File: src/rtl/evpk_pkg.sv
package evpk_pkg;
  localparam int QUAL_W = 2;
  localparam int ID_W   = 14;
  localparam int DATA_W = 14;
  localparam int WORD_W = 32;

  // Builds one event word: qualifier, identifier, two zero bits, result.
  function automatic logic [WORD_W-1:0] pack_word(
    input logic [QUAL_W-1:0] qual,
    input logic [ID_W-1:0]   id,
    input logic [DATA_W-1:0] data
  );
    return {qual, id, 2'b00, data};
  endfunction
endpackage

File: src/rtl/evpk_id_bank.sv
module evpk_id_bank
  import evpk_pkg::*;
#(
  parameter int NUM    = 20,
  parameter int ADDR_W = 5
) (
  input  logic              clk,
  input  logic              rst_n,
  input  logic              wr_en_i,
  input  logic [ADDR_W-1:0] wr_addr_i,
  input  logic [ID_W-1:0]   wr_data_i,
  input  logic [ADDR_W-1:0] rd_addr_i,
  output logic [ID_W-1:0]   rd_data_o,
  input  logic [ADDR_W-1:0] scan_idx_i,
  output logic [ID_W-1:0]   scan_id_o
);
  logic [ID_W-1:0] id_q [NUM];

  for (genvar g = 0; g < NUM; g++) begin : g_reg
    always_ff @(posedge clk or negedge rst_n) begin
      if (!rst_n)
        id_q[g] <= '0;
      else if (wr_en_i && (wr_addr_i == ADDR_W'(g)))
        id_q[g] <= wr_data_i;
    end
  end

  always_comb begin
    rd_data_o = '0;
    if (int'(rd_addr_i) < NUM) rd_data_o = id_q[rd_addr_i];
    scan_id_o = '0;
    if (int'(scan_idx_i) < NUM) scan_id_o = id_q[scan_idx_i];
  end

  AST_ID_WRITE: assert property (@(posedge clk) disable iff (!rst_n)
    (wr_en_i && int'(wr_addr_i) < NUM) |=> id_q[$past(wr_addr_i)] == $past(wr_data_i));
endmodule

File: src/rtl/evpk_scan.sv
module evpk_scan #(
  parameter int NUM    = 20,
  parameter int ADDR_W = 5
) (
  input  logic              clk,
  input  logic              rst_n,
  input  logic              req_i,
  input  logic [NUM-1:0]    drop_i,
  input  logic              fifo_full_i,
  output logic              busy_o,
  output logic              done_o,
  output logic              push_o,
  output logic [ADDR_W-1:0] idx_o
);
  localparam logic [ADDR_W-1:0] LAST = ADDR_W'(NUM - 1);

  logic              busy_q;
  logic [ADDR_W-1:0] idx_q;
  logic              cur_drop, stall, adv;

  always_comb begin
    cur_drop = drop_i[idx_q];
    stall    = busy_q && !cur_drop && fifo_full_i;
    adv      = busy_q && !stall;
    push_o   = busy_q && !cur_drop && !fifo_full_i;
    done_o   = adv && (idx_q == LAST);
  end

  always_ff @(posedge clk or negedge rst_n) begin
    if (!rst_n) begin
      busy_q <= 1'b0;
      idx_q  <= '0;
    end else if (!busy_q) begin
      if (req_i) begin
        busy_q <= 1'b1;
        idx_q  <= '0;
      end
    end else if (adv) begin
      if (idx_q == LAST) begin
        busy_q <= 1'b0;
        idx_q  <= '0;
      end else begin
        idx_q <= idx_q + ADDR_W'(1);
      end
    end
  end

  assign busy_o = busy_q;
  assign idx_o  = idx_q;

  AST_IDX_ASCEND: assert property (@(posedge clk) disable iff (!rst_n)
    (adv && !done_o) |=> (busy_q && idx_q == $past(idx_q) + ADDR_W'(1)));
  AST_IDLE_NO_START: assert property (@(posedge clk) disable iff (!rst_n)
    (!busy_q && !req_i) |=> !busy_q);
  AST_IDLE_NO_PUSH: assert property (@(posedge clk) disable iff (!rst_n)
    !busy_q |-> !push_o);
  AST_STALL_HOLDS: assert property (@(posedge clk) disable iff (!rst_n)
    stall |=> (busy_q && $stable(idx_q)));
  AST_DONE_ENDS_SCAN: assert property (@(posedge clk) disable iff (!rst_n)
    done_o |=> (!busy_q && !done_o));
endmodule

File: src/rtl/evpk_fifo.sv
module evpk_fifo #(
  parameter int W     = 32,
  parameter int DEPTH = 8
) (
  input  logic         clk,
  input  logic         rst_n,
  input  logic         push_i,
  input  logic [W-1:0] din_i,
  input  logic         pop_i,
  output logic [W-1:0] dout_o,
  output logic         empty_o,
  output logic         full_o
);
  // DEPTH must be a power of two so the pointers wrap naturally.
  localparam int AW = $clog2(DEPTH);

  logic [W-1:0] mem [DEPTH];
  logic [AW-1:0] wr_ptr, rd_ptr;
  logic [AW:0]   count;
  logic          do_push, do_pop;

  assign empty_o = (count == '0);
  assign full_o  = (count == (AW+1)'(DEPTH));
  assign do_push = push_i && !full_o;
  assign do_pop  = pop_i && !empty_o;
  assign dout_o  = mem[rd_ptr];

  always_ff @(posedge clk) begin
    if (do_push) mem[wr_ptr] <= din_i;
  end

  always_ff @(posedge clk or negedge rst_n) begin
    if (!rst_n) begin
      wr_ptr <= '0;
      rd_ptr <= '0;
      count  <= '0;
    end else begin
      if (do_push) wr_ptr <= wr_ptr + AW'(1);
      if (do_pop)  rd_ptr <= rd_ptr + AW'(1);
      case ({do_push, do_pop})
        2'b10:   count <= count + (AW+1)'(1);
        2'b01:   count <= count - (AW+1)'(1);
        default: count <= count;
      endcase
    end
  end

  AST_NO_OVERFLOW: assert property (@(posedge clk) disable iff (!rst_n)
    push_i |-> !full_o);
  AST_NO_UNDERFLOW: assert property (@(posedge clk) disable iff (!rst_n)
    (empty_o && !push_i) |=> empty_o);
endmodule

File: src/rtl/evpk_top.sv
module evpk_top
  import evpk_pkg::*;
#(
  parameter  int NUM_ADC    = 20,
  parameter  int FIFO_DEPTH = 8,
  localparam int ADDR_W     = $clog2(NUM_ADC)
) (
  input  logic                        clk,
  input  logic                        rst_n,
  input  logic                        rdo_req_i,
  input  logic [NUM_ADC*DATA_W-1:0]   adc_data_i,
  input  logic [NUM_ADC*QUAL_W-1:0]   adc_qual_i,
  input  logic [NUM_ADC-1:0]          adc_drop_i,
  input  logic                        id_wr_en_i,
  input  logic [ADDR_W-1:0]           id_wr_addr_i,
  input  logic [ID_W-1:0]             id_wr_data_i,
  input  logic [ADDR_W-1:0]           id_rd_addr_i,
  output logic [ID_W-1:0]             id_rd_data_o,
  input  logic [ADDR_W-1:0]           diag_sel_i,
  output logic [DATA_W-1:0]           diag_data_o,
  input  logic                        fifo_rd_i,
  output logic [WORD_W-1:0]           fifo_data_o,
  output logic                        fifo_empty_o,
  output logic                        fifo_full_o,
  output logic                        scan_busy_o,
  output logic                        scan_done_o
);
  // Named internal events shared with the assertions.
  logic              scan_push;
  logic [ADDR_W-1:0] scan_idx;
  logic [ID_W-1:0]   scan_id;
  logic [WORD_W-1:0] scan_word;
  logic [DATA_W-1:0] cur_data;
  logic [QUAL_W-1:0] cur_qual;

  evpk_id_bank #(.NUM(NUM_ADC), .ADDR_W(ADDR_W)) id_bank_i (
    .clk(clk), .rst_n(rst_n),
    .wr_en_i(id_wr_en_i), .wr_addr_i(id_wr_addr_i), .wr_data_i(id_wr_data_i),
    .rd_addr_i(id_rd_addr_i), .rd_data_o(id_rd_data_o),
    .scan_idx_i(scan_idx), .scan_id_o(scan_id)
  );

  evpk_scan #(.NUM(NUM_ADC), .ADDR_W(ADDR_W)) scan_i (
    .clk(clk), .rst_n(rst_n), .req_i(rdo_req_i), .drop_i(adc_drop_i),
    .fifo_full_i(fifo_full_o), .busy_o(scan_busy_o), .done_o(scan_done_o),
    .push_o(scan_push), .idx_o(scan_idx)
  );

  always_comb begin
    cur_data    = adc_data_i[DATA_W*int'(scan_idx) +: DATA_W];
    cur_qual    = adc_qual_i[QUAL_W*int'(scan_idx) +: QUAL_W];
    scan_word   = pack_word(cur_qual, scan_id, cur_data);
    diag_data_o = '0;
    if (int'(diag_sel_i) < NUM_ADC)
      diag_data_o = adc_data_i[DATA_W*int'(diag_sel_i) +: DATA_W];
  end

  evpk_fifo #(.W(WORD_W), .DEPTH(FIFO_DEPTH)) fifo_i (
    .clk(clk), .rst_n(rst_n),
    .push_i(scan_push), .din_i(scan_word),
    .pop_i(fifo_rd_i), .dout_o(fifo_data_o),
    .empty_o(fifo_empty_o), .full_o(fifo_full_o)
  );

  AST_WORD_SPARE_ZERO: assert property (@(posedge clk) disable iff (!rst_n)
    scan_push |-> (scan_word[15:14] == 2'b00 && scan_word[13:0] == cur_data));
  AST_DROP_NO_PUSH: assert property (@(posedge clk) disable iff (!rst_n)
    (scan_busy_o && adc_drop_i[scan_idx]) |-> !scan_push);
endmodule

File: config.mk
export PLATFORM = sky130hd
export DESIGN_NAME = evpk_top
export DESIGN_NICKNAME = d
export VERILOG_FILES = /design/src/rtl/evpk_pkg.sv /design/src/rtl/evpk_id_bank.sv /design/src/rtl/evpk_scan.sv /design/src/rtl/evpk_fifo.sv /design/src/rtl/evpk_top.sv
export SDC_FILE = /design/constraint.sdc
export NUM_CORES = 1
export LEC_CHECK = 0
export BUFFER_PORTS_ARGS = -buffer_cell sky130_fd_sc_hd__buf_2
export CELL_PAD_IN_SITES_DETAIL_PLACEMENT = 1
export CELL_PAD_IN_SITES_GLOBAL_PLACEMENT = 2
export CORE_MARGIN = 1
export CORE_UTILIZATION = 38
export DETAILED_ROUTE_END_ITERATION = 7
export GPL_TIMING_DRIVEN = 0
export PLACE_DENSITY_LB_ADDON = 0.1
export SLEW_MARGIN = 20
export SYNTH_ARGS = -nofsm -noshare
export SYNTH_HDL_FRONTEND = slang
export SYNTH_HIERARCHICAL = 1
export SYNTH_SLANG_ARGS = --single-unit
File: constraint.sdc
create_clock -name clk -period 4.2 [get_ports clk]
set_input_delay 0.84 -clock clk [delete_from_list [all_inputs] [get_ports clk]]
set_output_delay 0.84 -clock clk [all_outputs]
set_load 0.01 [all_outputs]
==> results of run 1 <==
## flip-flops by register name (all words and copies together), names as in the netlist
signal and cells:
fifo_i/count 4, fifo_i/mem 256, fifo_i/rd_ptr 3, fifo_i/wr_ptr 3, id_bank_i/id_q 280, scan_i/busy_o 1, scan_i/idx_o 5
## routing by layer
metal / vias up / wire [um] / GRT usage / part of all wire
met5: - / 0 / 0 / 0
met4: 0 / 3320 / 0.0926 / 0.028
met3: 176 / 6340 / 0.0441 / 0.053
met2: 712 / 59800 / 0.497 / 0.50
met1: 11600 / 50400 / 0.375 / 0.42
li1: 9281 / - / - / -
## worst reg2reg max path, stage by stage, from the launching register on
cell      delay [ps]
dfrtp_2          540
mux4_2           620
a41oi_2          260
o31a_1           200
nand2_1          160
nor2_2           220
nand2_1          230
ha_1             380
ha_1             380
or4b_1           520
o311ai_0         130
o211ai_1         120
## synthesized netlist by cell type, types with 6 or more instances
cell	count
mux2_1	16
mux2i_1	296
mux4_1	41
inv_1	69
clkbuf_1	64
mux4_2	198
buf_2	64
ha_1	6
dfrtp_1	296
buf_1	11
nand3_1	65
xnor2_1	6
mux2_2	300
a22oi_1	117
o221ai_1	58
nor2_1	20
buf_6	20
nand2_1	28
edfxtp_1	256
buf_4	11
nor2b_1	19
## cells by family (layout without fill, tap and decap cells)
group / count (synthesis) / count (layout) / share of synthesized area
other: 1 / 44 / 0.000120
buffers and inverters: 255 / 806 / 0.0445
muxes: 851 / 851 / 0.386
xor gates and xnor gates: 7 / 7 / 0.00196
adders and majority gates: 7 / 7 / 0.00304
AOI/OAI and AO/OA: 202 / 202 / 0.0518
DFF: 552 / 552 / 0.483
and+or+nand+nor: 169 / 169 / 0.0297
## metrics by stage
stage	setup slack, ps	power, mW	cell area (um2)	std cells
after floorplan	199	15.5	31300	2059
after global placement	-3340	19.5	34700	3536
after detailed placement	-400	20.2	35200	3553
after CTS	18.5	25.8	37300	3668
after global routing	61.7	26.7	37300	3691
final	155	25.5	37400	3698
## repair_timing
action,4_1_cts,5_1_grt
hold buffers,0,0
setup buffers,1,1
pin swaps,0,1
cloned,0,0
setup endpoints to repair,12,1
resized for setup,3,2
## power by group through the flow
stage / combinational, mW / sequential (mW) / clock (mW)
floorplan: 7.12 / 8.41 / 0
global placement: 10.9 / 8.64 / 0
detailed placement: 11.5 / 8.73 / 0
CTS: 11.5 / 8.64 / 5.63
global route: 12.1 / 8.78 / 5.80
finish: 11.4 / 8.63 / 5.46
## layout make-up
class / instances / area [um2] / area share
diodes: 28 / 70.1 / 0.00188
clock inverters: 24 / 228 / 0.00609
inverters: 70 / 263 / 0.00703
well taps: 1060 / 1330 / 0.0355
multi-input cells: 1252 / 14900 / 0.400
plain buffers: 185 / 1130 / 0.0302
clock buffers: 90 / 1830 / 0.0490
repair buffers: 437 / 2480 / 0.0665
flip-flops and latches: 552 / 15100 / 0.404
## worst max-delay path by stage
stage / from / to / slack [ps]
finish: id_rd_addr_i[2] / id_rd_data_o[4] / 160
global route: scan_i/idx_o[0]$_DFFE_PN0P_ / fifo_i/count[3]$_DFFE_PN0P_ / 60
CTS: scan_i/idx_o[0]$_DFFE_PN0P_ / fifo_i/count[3]$_DFFE_PN0P_ / 20
detailed placement: adc_drop_i[19] / fifo_i/count[3]$_DFFE_PN0P_ / -400
global placement: rst_n / id_bank_i/id_q[140]$_DFFE_PN0P_ / -3340
floorplan: adc_drop_i[19] / fifo_i/mem[7][0]$_DFFE_PP_ / 200
==> impl_metrics.py, run 1 <==
metrics = {
    "outcome": {
        "outcome": "finished, final reports clean",
    },
    "finish": {
        "drive_above_1_share": 0.450,
        "fill_cells": 8096,
        "layout_commonest_cell": "buf_2",
        "nets": 2945,
        "final_cell_mix": "buf_2, mux2_2, mux2i_1",
        "fin_util": 0.462,
        "syn_to_final_growth_pct": 19.6,
    },
    "drt": {
        "vias": 21800,
        "routed_via_density": 5.89,
        "drc": 0,
        "avgRoutedWirePerCell_um": 32.4,
        "ant_nets": 0,
        "finalWirelength_um": 120000,
        "drtIter0Drc": 1501,
        "first_pass_iters": 5,
    },
    "setup_path": {
        "path_cells": "buf_2 > nor2_1 > clkbuf_1 > a22oi_1 > nand3_1 > o221ai_1 > buf_2",
        "critPathRequiredTime_ps": 3360,
        "r2r_slack_ps": 300,
        "r2r_cells": 11,
        "crit_cells": 7,
        "critPathLaunchType": "input pin",
        "crit_type": "input pin to output pin",
        "worstReg2RegEnd": "fifo_i/count[3]$_DFFE_PN0P_",
        "crit_buf_inv": 3,
        "crit_path_frequent_cell": "buf_2",
        "cp_slowest_cell": "nor2_1",
        "r2r_start": "scan_i/idx_o[0]$_DFFE_PN0P_",
        "arrival_ps": 3200,
        "endpoint_kind": "output pin",
        "max_stage_delay_ps": 750,
        "crit_fanout": 10,
        "critPathTopFamily": "buffers and inverters",
    },
    "grt": {
        "grt_overflow_total": 0,
        "grt_start_max_net_pins": 94,
        "track_usage": 0.290,
        "first_global_vias": 23800,
        "antenna_found_initial": 32,
        "grt_pass1_wl_um": 172000,
    },
    "timing": {
        "setup_violations": 0,
        "maxSlewHeadroom": 0.297,
        "tightest_slew_ps": 1050,
        "slew_viol_final": 0,
        "worst_hold_slack_ps": 171,
        "min_period_ps": 4040,
        "min_period_over_period": 0.963,
        "rsz0062_at_grt": "false",
        "max_freq_mhz": 247,
        "hold_violations": 0,
        "fin_skew_ps": 20.6,
        "tns_ps": 0,
    },
    "floorplan": {
        "dieWidth_um": 289,
        "io_pins": 438,
        "die_h_um": 289,
        "die-area_um2": 83400,
        "fp-row-count": 104,
        "core_um2": 80900,
        "start_util": 0.386,
    },
    "logic_synthesis": {
        "yosysUniqueCellTypes": 71,
        "synth_cells": 2044,
        "synth_top_area_share": 0.246,
        "seq_area_frac_synth": 0.483,
        "synth_top_area_cell": "edfxtp_1",
        "avgSynthCellArea_um2": 15.3,
        "synth_seq_cells": 552,
        "synth_ff_type": "dfrtp_1",
        "ys_top_cells_by_area": "edfxtp_1, dfrtp_1, mux4_2, mux2_2, mux2i_1",
        "synth-edff-count": 256,
        "ys_warn_count": 6,
        "async_reset_ff_frac": 0.536,
        "synth_area_um2": 31300,
    },
    "power": {
        "power.leakage_nw": 15.6,
        "power.switching_mw": 9.67,
        "intPower_mw": 15.9,
        "ir_drop_mv": 0.419,
        "clockPowerShare": 0.214,
        "pwr-share-seq": 0.338,
        "p_sw_frac": 0.379,
        "p_comb_frac": 0.448,
        "p_per_area_nw_per_um2": 683,
    },
    "cts": {
        "cts_buffers": 66,
        "cts_tree": "done",
        "ctsLongestPathBuffers": 3,
        "htreeDepth": 3,
        "clockRootBuffer": "clkbuf_16",
        "clk_pin_slew_ps": 60,
        "clkSinkCount": 552,
        "clock_latency_ps": 610,
    },
    "placement": {
        "hpwlAfterDp_um": 94000,
        "portBuffers": 417,
        "place_congestion": 0.966,
    },
    "job": {
        "drv_cap": 0,
    },
    "worst_hold_path": {
        "hold_path_class": "input pin to async pin",
    },
}
Power figures use the tool's default switching activity.
==> run 2: changes to the inputs <==
--- a/config.mk
+++ b/config.mk
@@ -13,6 +13,7 @@
 export DETAILED_ROUTE_END_ITERATION = 7
 export GPL_TIMING_DRIVEN = 0
 export PLACE_DENSITY_LB_ADDON = 0.1
+export RECOVER_POWER = 100
 export SLEW_MARGIN = 20
 export SYNTH_ARGS = -nofsm -noshare
 export SYNTH_HDL_FRONTEND = slang
==> run 2 against run 1 <==
Against the previous run: the flow now finishes with violations (max-capacitance violations, max-slew violations); global-route usage unchanged; first-iteration DRC count increased by 0.60%; critical endpoint is now diag_data_o[2]; via count increased by 0.11%; clock skew about the same; highest routed layer is now met5; sequential cell count unchanged; setup slack got worse by 76 ps; total power decreased by 1.1%; register-to-register slack got worse by 160 ps; sequential power about the same; largest cell class unchanged.
==> impl_metrics.py, run 2 (synthesized netlist as in run 1, its figures left out) <==
metrics = {
    "placement": {
        "portBuffers": 417,
        "place_congestion": 0.966,
        "hpwlAfterDp_um": 94000,
    },
    "finish": {
        "fin_util": 0.457,
        "final_cell_mix": "buf_2, mux2i_1, dfrtp_1",
        "nets": 2945,
        "drive_above_1_share": 0.408,
        "regMostFlops": "id_bank_i/id_q",
        "syn_to_final_growth_pct": 18.3,
        "layout_commonest_cell": "buf_2",
        "largest_reg_flops": 280,
    },
    "drt": {
        "vias": 21800,
        "finalWirelength_um": 120000,
        "routed_via_density": 5.89,
        "avgRoutedWirePerCell_um": 32.5,
        "first_pass_iters": 6,
        "drc": 0,
        "drtIter0Drc": 1510,
        "ant_nets": 0,
    },
    "cts": {
        "cts_tree": "done",
        "htreeDepth": 3,
        "clkSinkCount": 552,
        "ctsLongestPathBuffers": 3,
        "clk_pin_slew_ps": 60,
        "clock_latency_ps": 610,
        "clockRootBuffer": "clkbuf_16",
        "ctsHoldBuffers": 0,
        "cts_buffers": 66,
    },
    "timing": {
        "hold_violations": 0,
        "min_period_over_period": 0.981,
        "setup_violations": 0,
        "rsz0062_at_grt": "false",
        "fin_skew_ps": 20.7,
        "tns_ps": 0,
        "slew_viol_final": 144,
        "min_period_ps": 4120,
        "max_freq_mhz": 243,
        "maxSlewHeadroom": -0.276,
        "tightest_slew_ps": 1910,
    },
    "job": {
        "drv_cap": 2,
    },
    "power": {
        "power.switching_mw": 9.58,
        "power.leakage_nw": 15.3,
        "pwr-share-seq": 0.342,
        "clockPowerShare": 0.217,
        "p_per_area_nw_per_um2": 682,
        "p_sw_frac": 0.380,
        "p_comb_frac": 0.441,
        "ir_drop_mv": 0.417,
        "intPower_mw": 15.7,
    },
    "outcome": {
        "outcome": "finished with violations",
        "violations": "max-capacitance violations, max-slew violations",
    },
    "setup_path": {
        "arrival_ps": 3280,
        "crit_fanout": 10,
        "critPathRequiredTime_ps": 3360,
        "endpoint_kind": "output pin",
        "crit_type": "input pin to output pin",
        "critPathLaunchType": "input pin",
    },
    "grt": {
        "antenna_found_initial": 33,
        "first_global_vias": 23800,
        "track_usage": 0.290,
        "grt_pass1_wl_um": 172000,
        "grt_start_max_net_pins": 94,
        "grt_overflow_total": 0,
    },
    "floorplan": {
        "fp-row-count": 104,
        "die_h_um": 289,
        "core_um2": 80900,
        "io_pins": 438,
        "start_util": 0.386,
        "die-area_um2": 83400,
        "dieWidth_um": 289,
    },
    "worst_hold_path": {
        "hold_path_class": "flip-flop to flip-flop",
    },
}
[run 2: layer usage]
layer	GRT usage	wire length, um	up-vias
li1	-	-	9277
met1	0.375	50100	11600
met2	0.497	59800	745
met3	0.0441	6840	185
met4	0.0926	3310	2
met5	0	13	-
[run 2: path summary, 6_finish.rpt]
check                                                start                         endpoint  slack, ps  depth (start not counted)
hold reg to reg            id_bank_i/id_q[240]$_DFFE_PN0P_  id_bank_i/id_q[240]$_DFFE_PN0P_        520                          1
setup / recovery                             diag_sel_i[0]                   diag_data_o[2]         80                          8
min in group asynchronous                            rst_n  id_bank_i/id_q[191]$_DFFE_PN0P_        710                          1
setup reg to reg               scan_i/idx_o[1]$_DFFE_PN0P_      fifo_i/mem[6][19]$_DFFE_PP_        140                          5
max in group asynchronous                            rst_n  id_bank_i/id_q[114]$_DFFE_PN0P_        750                          2
hold / removal             id_bank_i/id_q[240]$_DFFE_PN0P_  id_bank_i/id_q[240]$_DFFE_PN0P_        520                          1
[run 2: worst max-delay path, cell delays in order]
cell      delay [ps]
buf_6            160
buf_6            210
clkbuf_1         830
mux2i_1          310
a22oi_1          100
nand3_1          210
o221ai_1         360
clkbuf_1         240
[run 2: power by group through the flow]
stage	combinational [mW]	clock, mW	sequential [mW]
4_1_cts	11.5	5.63	8.64
6_report	11.1	5.47	8.63
3_3_place_gp	10.9	0	8.64
2_1_floorplan	7.12	0	8.41
3_5_place_dp	11.5	0	8.73
5_1_grt	11.8	5.80	8.78
[run 2: repair_timing]
action                                  in CTS  in global routing
setup buffers                                1                  1
pin swaps                                    0                  1
endpoints found under the setup margin      12                  1
gates resized for setup                      3                  2
[run 2: through the flow]
stage / hold WS (ps) / std cells / cell area [um2] / power, mW / worst slack [ps]
2_1_floorplan: 480 / 2059 / 31300 / 15.5 / 199
3_3_place_gp: 495 / 3536 / 34700 / 19.5 / -3340
3_5_place_dp: 507 / 3553 / 35200 / 20.2 / -400
4_1_cts: 184 / 3668 / 37300 / 25.8 / 18.5
5_1_grt: 542 / 3690 / 37000 / 26.4 / 30.9
6_report: 522 / 3699 / 37000 / 25.2 / 79.2
[run 2: area by class of cell]
type                            count  area, um2
Buffer                            185       1070
Timing Repair Buffer              437       2280
Multi-Input combinational cell   1252      14800
Antenna cell                       29       72.6
Inverter                           70        263
Clock inverter                     24        228
Clock buffer                       90       1830
Tap cell                         1060       1330
Fill cell                        8145      44000
Sequential cell                   552      15100
